`config.mk`:
```
export PLATFORM = sky130hd
export DESIGN_NAME = nibble_cmd_if
export DESIGN_NICKNAME = d
export VERILOG_FILES = /design/src/rtl/nibcmd_pkg.sv /design/src/rtl/nib_assembler.sv /design/src/rtl/busy_timer.sv /design/src/rtl/status_read.sv /design/src/rtl/nibble_cmd_if.sv
export SDC_FILE = /design/constraint.sdc
export NUM_CORES = 1
export LEC_CHECK = 0
export CAP_MARGIN = 5
export CORE_ASPECT_RATIO = 0.9
export CORE_UTILIZATION = 45
export CTS_CLUSTER_DIAMETER = 100
export DETAILED_ROUTE_END_ITERATION = 12
export PLACE_DENSITY = 0.76
export SETUP_SLACK_MARGIN = 0.02
export SYNTH_ARGS = -nofsm -noshare
export SYNTH_HDL_FRONTEND = slang
export SYNTH_SLANG_ARGS = --single-unit
export TNS_END_PERCENT = 50
```
`constraint.sdc`:
```
create_clock -name clk -period 2.45 [get_ports clk]
set_input_delay 0.49 -clock clk [delete_from_list [all_inputs] [get_ports clk]]
set_output_delay 0.49 -clock clk [all_outputs]
set_load 0.02 [all_outputs]
```
`src/rtl/nibcmd_pkg.sv`:
```
// Shared types for the nibble-bus command interface.
// Assumes: nothing beyond SystemVerilog enum support.
package nibcmd_pkg;
    // Destination of an assembled byte, taken from the select line.
    typedef enum logic {
        DEST_CHAR = 1'b0,
        DEST_CMD  = 1'b1
    } dest_e;

    // Which half of a byte the next accepted write supplies.
    typedef enum logic {
        PH_HIGH = 1'b0,
        PH_LOW  = 1'b1
    } phase_e;
endpackage

```
`src/rtl/nib_assembler.sv`:
```
// Pairs accepted nibble writes into bytes, upper half first.
// Assumes: wr_acc already excludes writes made while busy.
module nib_assembler
    import nibcmd_pkg::*;
#(
    parameter int NIB_W = 4
) (
    input  logic               clk,
    input  logic               rst_n,
    input  logic               wr_acc,
    input  logic [NIB_W-1:0]   wdata,
    input  logic               sel,
    output logic [2*NIB_W-1:0] byte_out,
    output logic               byte_vld,
    output logic               to_cmd,
    output logic               hi_pending,
    output logic               done
);
    localparam int BYTE_W = 2 * NIB_W;

    phase_e            phase_q;
    logic [NIB_W-1:0]  hi_q;
    logic [BYTE_W-1:0] byte_q;
    logic              vld_q;
    dest_e             dest_q;

    assign done = wr_acc && (phase_q == PH_LOW);

    // Toggle the phase on every accepted write; return to high after a byte.
    always_ff @(posedge clk) begin
        if (!rst_n)        phase_q <= PH_HIGH;
        else if (wr_acc)   phase_q <= (phase_q == PH_HIGH) ? PH_LOW : PH_HIGH;
    end

    // Hold the upper nibble until its partner arrives.
    always_ff @(posedge clk) begin
        if (!rst_n)                             hi_q <= '0;
        else if (wr_acc && phase_q == PH_HIGH)  hi_q <= wdata;
    end

    // Form the byte and latch the destination on the lower-nibble write.
    always_ff @(posedge clk) begin
        if (!rst_n) begin
            byte_q <= '0;
            dest_q <= DEST_CHAR;
        end else if (done) begin
            byte_q <= {hi_q, wdata};
            dest_q <= sel ? DEST_CMD : DEST_CHAR;
        end
    end

    // One-cycle strobe following each completed byte.
    always_ff @(posedge clk) begin
        if (!rst_n) vld_q <= 1'b0;
        else        vld_q <= done;
    end

    assign byte_out   = byte_q;
    assign byte_vld   = vld_q;
    assign to_cmd     = (dest_q == DEST_CMD);
    assign hi_pending = (phase_q == PH_LOW);

    // an upper-nibble write never yields a strobe.
    a_r2_no_vld_on_high: assert property (@(posedge clk) disable iff (!rst_n)
        (wr_acc && !hi_pending) |=> !byte_vld);
    // a lower-nibble write yields a strobe next cycle.
    a_r3_vld_after_low: assert property (@(posedge clk) disable iff (!rst_n)
        (wr_acc && hi_pending) |=> byte_vld);
    // after a completed byte the next write is an upper nibble.
    a_r10_phase_back: assert property (@(posedge clk) disable iff (!rst_n)
        done |=> !hi_pending);
endmodule

```
`src/rtl/busy_timer.sv`:
```
// Holds busy for a fixed number of cycles after each completed byte.
// Assumes: start is never raised while busy is already high.
module busy_timer #(
    parameter int BUSY_CYCLES = 16
) (
    input  logic clk,
    input  logic rst_n,
    input  logic start,
    output logic busy
);
    localparam int CNT_W = $clog2(BUSY_CYCLES + 1);
    localparam logic [CNT_W-1:0] LOAD = CNT_W'(BUSY_CYCLES);

    logic [CNT_W-1:0] cnt_q;

    // Load on start, count down to zero otherwise.
    always_ff @(posedge clk) begin
        if (!rst_n)              cnt_q <= '0;
        else if (start)          cnt_q <= LOAD;
        else if (cnt_q != '0)    cnt_q <= cnt_q - 1'b1;
    end

    assign busy = (cnt_q != '0);

    // busy follows every start.
    a_r6_start_busy: assert property (@(posedge clk) disable iff (!rst_n)
        start |=> busy);
    // the window never exceeds its bound.
    a_r6_bound: assert property (@(posedge clk) disable iff (!rst_n)
        cnt_q <= LOAD);
endmodule

```
`src/rtl/status_read.sv`:
```
// Returns the busy flag on a one-cycle read and keeps the sticky error bit.
// Assumes: busy bit sits at the top of the data nibble.
module status_read #(
    parameter int NIB_W = 4
) (
    input  logic             clk,
    input  logic             rst_n,
    input  logic             rd,
    input  logic             busy,
    input  logic             dropped,
    output logic [NIB_W-1:0] rdata,
    output logic             err
);
    localparam int BUSY_BIT = NIB_W - 1;

    logic [NIB_W-1:0] rdata_q;
    logic             err_q;

    // Capture busy into the read nibble on a strobe, zero otherwise.
    always_ff @(posedge clk) begin
        if (!rst_n) rdata_q <= '0;
        else begin
            rdata_q <= '0;
            if (rd) rdata_q[BUSY_BIT] <= busy;
        end
    end

    // Set the error bit on any dropped write; only reset clears it.
    always_ff @(posedge clk) begin
        if (!rst_n)       err_q <= 1'b0;
        else if (dropped) err_q <= 1'b1;
    end

    assign rdata = rdata_q;
    assign err   = err_q;

    // a read returns the busy value of its strobe cycle.
    a_r5_read_value: assert property (@(posedge clk) disable iff (!rst_n)
        rd |=> (rdata[BUSY_BIT] == $past(busy)));
    // no strobe, no data.
    a_r5_idle_zero: assert property (@(posedge clk) disable iff (!rst_n)
        !rd |=> (rdata == '0));
    // the error bit is sticky.
    a_r9_err_sticky: assert property (@(posedge clk) disable iff (!rst_n)
        err |=> err);
    // a dropped write sets the error bit.
    a_r9_err_set: assert property (@(posedge clk) disable iff (!rst_n)
        dropped |=> err);
endmodule

```
`src/rtl/nibble_cmd_if.sv`:
```
// Top of the nibble-bus host port: gates writes by busy, assembles
// bytes, times the execution window and serves status reads.
// Assumes: host strobes are synchronous to clk and one cycle wide.
module nibble_cmd_if #(
    parameter int NIB_W       = 4,
    parameter int BUSY_CYCLES = 16
) (
    input  logic               clk,
    input  logic               rst_n,
    input  logic               host_wr,
    input  logic               host_rd,
    input  logic               host_sel,
    input  logic [NIB_W-1:0]   host_wdata,
    output logic [NIB_W-1:0]   host_rdata,
    output logic [2*NIB_W-1:0] byte_out,
    output logic               byte_vld,
    output logic               byte_is_cmd,
    output logic               busy,
    output logic               err_flag
);
    logic wr_acc;
    logic dropped;
    logic done;
    logic hi_pending;

    assign wr_acc  = host_wr && !busy;
    assign dropped = host_wr &&  busy;

    nib_assembler #(.NIB_W(NIB_W)) u_asm (
        .clk(clk), .rst_n(rst_n), .wr_acc(wr_acc), .wdata(host_wdata),
        .sel(host_sel), .byte_out(byte_out), .byte_vld(byte_vld),
        .to_cmd(byte_is_cmd), .hi_pending(hi_pending), .done(done)
    );

    busy_timer #(.BUSY_CYCLES(BUSY_CYCLES)) u_tmr (
        .clk(clk), .rst_n(rst_n), .start(done), .busy(busy)
    );

    status_read #(.NIB_W(NIB_W)) u_sts (
        .clk(clk), .rst_n(rst_n), .rd(host_rd), .busy(busy),
        .dropped(dropped), .rdata(host_rdata), .err(err_flag)
    );

    // never busy while an upper nibble waits.
    a_r7_no_busy_mid: assert property (@(posedge clk) disable iff (!rst_n)
        hi_pending |-> !busy);
    // a write during busy produces no byte.
    a_r8_ignore_busy: assert property (@(posedge clk) disable iff (!rst_n)
        (host_wr && busy) |=> !byte_vld);
    // the strobe is a single cycle.
    a_r3_single_pulse: assert property (@(posedge clk) disable iff (!rst_n)
        byte_vld |=> !byte_vld);
endmodule

```
* Yosys cells after proc, flatten, opt, wreduce, memory -nomap -nowiden *
Index checks and enable logic that the tools add are counted.

operators by class
  add/sub/neg operators = 1
  muxes and demuxes = 4
  bitwise logic cells = 2
  reductions and logical operators = 9

operator list
  operator             count
  $mux 5               2
  $reduce_bool 5->1    1
  $sub 5x1->5 const B  1
  $logic_and 1x1->1    4
  $mux 1               2
  $not 1->1            2
  $reduce_and 2->1     1
  $reduce_bool 2->1    1
  $reduce_or 2->1      1
  $logic_not 1->1      1

storage, ports and cells
  bits in registers = 25
  input bits = 9
  output and inout bits = 16

* Logic depth before layout (Yosys ltp) *
  depth in word-level cells = 5
  mapped depth = 7

* By module *
From an unflattened synthesis, not the netlist that was laid out.

unflattened totals
  cells, all modules = 89
  area, all modules = 895.9 µm²

by module, submodules not included
  module         instances  cells each  area each (µm²)  sequential area each (µm²)
  nib_assembler  1          55          564.3            300.3
  busy_timer     1          24          235.2            100.1
  status_read    1          8           80.1             40.0
  nibble_cmd_if  1          2           16.3             0.0

* Worst setup path before layout *
OpenSTA, ideal clock, no wires.

  kind = reg2reg
  start point = register u_tmr.cnt_q[0]
  end point = register u_asm.byte_q[1], in the netlist u_asm.byte_out[1]
  setup time = 0.072 ns
  data arrival time = 1.655 ns
  path slack = 0.723 ns
  stages on the path, launching flop included = 8
  period minus slack after synthesis = 1.727 ns
  cells stage by stage = dfxtp_1 -> inv_1 -> ha_1 -> or4b_1 -> buf_4 -> nor2_4 -> buf_6 -> mux2i_1

on the way
  word-level cells in the longest chain between the ends = 4

RTL lines
  item                    line                 RTL
  from (decl)             busy_timer.sv:14     logic [CNT_W-1:0] cnt_q;
  from (signal assigned)  busy_timer.sv:20     else if (cnt_q != '0) cnt_q <= cnt_q - 1'b1;
  $reduce_bool 5->1       busy_timer.sv:23     assign busy = (cnt_q != '0);
  named net busy          nibble_cmd_if.sv:18  output logic busy,
  $logic_not 1->1         nibble_cmd_if.sv:26  assign wr_acc = host_wr && !busy;
  $logic_and 1x1->1       nibble_cmd_if.sv:26
  $logic_and 1x1->1       nib_assembler.sv:27  assign done = wr_acc && (phase_q == PH_LOW);
  to (signal assigned)    nib_assembler.sv:47  byte_q <= {hi_q, wdata};
  to (decl)               nib_assembler.sv:23  logic [BYTE_W-1:0] byte_q;

The timed path passes the listed nets, and every way through them passes these cells.
A chain may end at the register's enable or synchronous reset.

* Worst setup path in the final report *
  start point = register u_tmr.cnt_q[0]
  end point = output busy

on the way
  word-level cells in the longest chain between the ends = 1

RTL lines
  item               line
  $reduce_bool 5->1  busy_timer.sv:23
  to (decl)          nibble_cmd_if.sv:18

No other way between the ends.

==> run metrics <==
Total Die Area=2120 um^2; flops & latches, synth=22; Critical Path RT=1960 ps; CP max stage cell=or4b_1; grt ovf=0; All-Layer GR Usage=15.1%; initial antenna violation count=0; Worst Hold Path EP=u_asm.byte_out[1]; DR pass1 iterations=4; status=finished, final reports clean; worst min-delay path class=reg2reg; Crit path largest cell delay=470 ps; r2r endpoint=u_asm.hi_q[2]; CTS root buffer=clkbuf_4; antenna cells=0; post-route cell area=1120 um^2; commonest non-fill, non-tap cell in the layout=dfxtp_1; area grow syn2layout=28.4%; post-route minimum period=2090 ps; maximum clock insertion buffer count=2; setup TNS=0 ps; sequential-to-total area share from yosys stat=50.6%; Fin Clk Skew=4.82 ps; Pleak=0.449 nW; die span in x=48.4 um; pwr dens=974 nW/um^2; final WL=1.42 mm; R2R setup slack=480 ps; Initial Util=50.2%; port buffer count=21; # IOs=25; Top delay family on crit path=simple AND/OR/NAND/NOR gates; FF-to-FF path depth=6; max-slew violations=0; GP Congestion=0.738; crit path DAT=1600 ps; CTS tree=yes; global-route wire length before repair=2.38 mm; Final Hold Fails=0; Cell variety after synth=22; hold depth=2; Via-to-Cell Ratio=4.67; footprint of the multi-input gates=365 um^2; Vias=630; final setup vio count=0; vias in the first global route=588; Post-Synthesis Cells=90; YS warnings=0; utilization after layout=64.5%; fmax=0.479 GHz; Fill cells=145; Nets=122; fin crit share=85.3%; Clock transition at path regs=120 ps; DP HPWL=1.01 mm; worst setup path class=reg2out; CTS sink count=22; worst reg2reg startpoint=u_tmr.cnt_q[0]; pin count of the biggest net entering global routing=15; per-cell routed wire length=10.5 um; Core Box Area=1730 um^2; area occupied by registers=440 um^2; Clock Latency Late Sink=300 ps; initial DRC count=6; layout cell share with drive strength beyond 1=7.21%; worst-path maximum fanout=3; row cnt=14; commonest non-fill, non-tap cells in the layout=dfxtp_1 (22), nand2_1 (20), clkdlybuf4s50_1 (20); critical path startpoint category=flip-flop; Crit path depth=4; H-tree levels=1; CTS Buf Count=3; buffers and inverters on the worst path=2; Synth Area per Inst=9.68 um^2; drt drc=0; RSZ-0062 raised after global routing=false; Routed Antenna Nets=0; synthesized area=871 um^2; Area after DPL=1080 um^2; maximum VDD drop=0.593 mV; max_cap viols=0; Cell Chain, Critical Path=inv_1 > ha_1 > or4b_1 > dlymetal6s2s_1; Die Span Y=43.7 um; Setup crit end kind=output pin; HP Start=u_asm.byte_out[1]
==> worst register-to-register path: cells and delay by family, from the launching register on <==
| kind | cells | cell delay, ps |
|---|---|---|
| AND/OR/NAND/NOR | 2 | 910 |
| buffers and inverters | 2 | 260 |
| multiplexers | 1 | 160 |
| flip-flops | 1 | 350 |
| adder cells (fa/ha/maj) | 1 | 190 |
==> flip-flops by register name, indices dropped and copies added (netlist names) <==
| name | cells |
|---|---|
| u_asm.byte_out | 8 |
| u_tmr.cnt_q | 5 |
| u_asm.hi_q | 4 |
| u_asm.byte_vld | 1 |
| u_asm.hi_pending | 1 |
| u_asm.to_cmd | 1 |
| u_sts.err | 1 |
| u_sts.rdata | 1 |
==> power by group <==
part           total, mW  internal, mW  switching (mW)  leakage, nW
clock              0.198        0.0907           0.108       0.0210
combinational      0.423         0.202           0.221        0.249
sequential         0.468         0.426          0.0422        0.179
total               1.09         0.718           0.371        0.449
==> Yosys cell counts <==
cell type | n | area (um^2)
dfxtp_1 | 22 | 440
nand2_1 | 20 | 75.1
mux2i_1 | 13 | 130
inv_1 | 5 | 18.8
buf_4 | 4 | 30.0
nor2_1 | 4 | 15.0
nor3_1 | 3 | 15.0
xnor2_1 | 3 | 26.3
a21oi_1 | 2 | 10.0
clkbuf_1 | 2 | 7.51
a2111oi_2 | 1 | 15.0
and3_1 | 1 | 6.26
buf_2 | 1 | 5.00
buf_6 | 1 | 11.3
conb_1 | 1 | 3.75
ha_1 | 1 | 12.5
nor2_4 | 1 | 11.3
o21a_1 | 1 | 7.51
o21ai_0 | 1 | 5.00
o31a_1 | 1 | 8.76
or3_1 | 1 | 6.26
or4b_1 | 1 | 10.0
==> final cells by class <==
class,instances,area share [%]
clock buffer,4,3.24
inverter,5,1.68
multi-input combinational,57,32.7
sequential,22,39.4
tap,24,2.68
timing repair buffer,23,20.4
==> stage by stage <==
step | setup slack [ps] | hold WS (ps) | power (mW) | instances
2_1_floorplan | 723 | 446 | 0.795 | 92
3_3_place_gp | 414 | 445 | 0.884 | 131
3_5_place_dp | 380 | 449 | 0.903 | 131
4_1_cts | 22.9 | 468 | 1.10 | 135
5_1_grt | 244 | 489 | 1.16 | 135
6_report | 361 | 463 | 1.09 | 135
==> worst max path at each step <==
stage	start	end	slack, ps
floorplan	u_tmr.cnt_q[0]	u_asm.byte_out[1]	720
finish	u_tmr.cnt_q[0]	busy	360
global route	u_tmr.cnt_q[0]	busy	240
global placement	u_tmr.cnt_q[0]	busy	410
CTS	u_tmr.cnt_q[0]	busy	20
detailed placement	u_tmr.cnt_q[0]	busy	380
==> routing by layer <==
| metal | routed length, um | GRT usage, % | up-vias |
|---|---|---|---|
| met4 | 14 | 5.29 | 0 |
| met2 | 667 | 27.6 | 16 |
| li1 | - | - | 327 |
| met1 | 659 | 16.0 | 285 |
| met3 | 82 | 6.32 | 2 |
| met5 | 0 | 0 | - |
==> cell families after synthesis <==
family / share of synthesized area [%]
AO/OA/AOI/OAI: 5.32
XOR/XNOR: 3.02
adder cells (fa/ha/maj): 1.44
buffers and inverters: 8.33
flip-flops: 50.6
multiplexers: 14.9
other: 0.431
AND/OR/NAND/NOR: 15.9
==> timing repair <==
item                                    in CTS  in global routing
buffers inserted                             0                  0
hold buffers                                 0                  0
resized for setup                            0                  1
endpoints found under the setup margin       0                  1
Note: power is estimated with default switching activity, not from simulation.
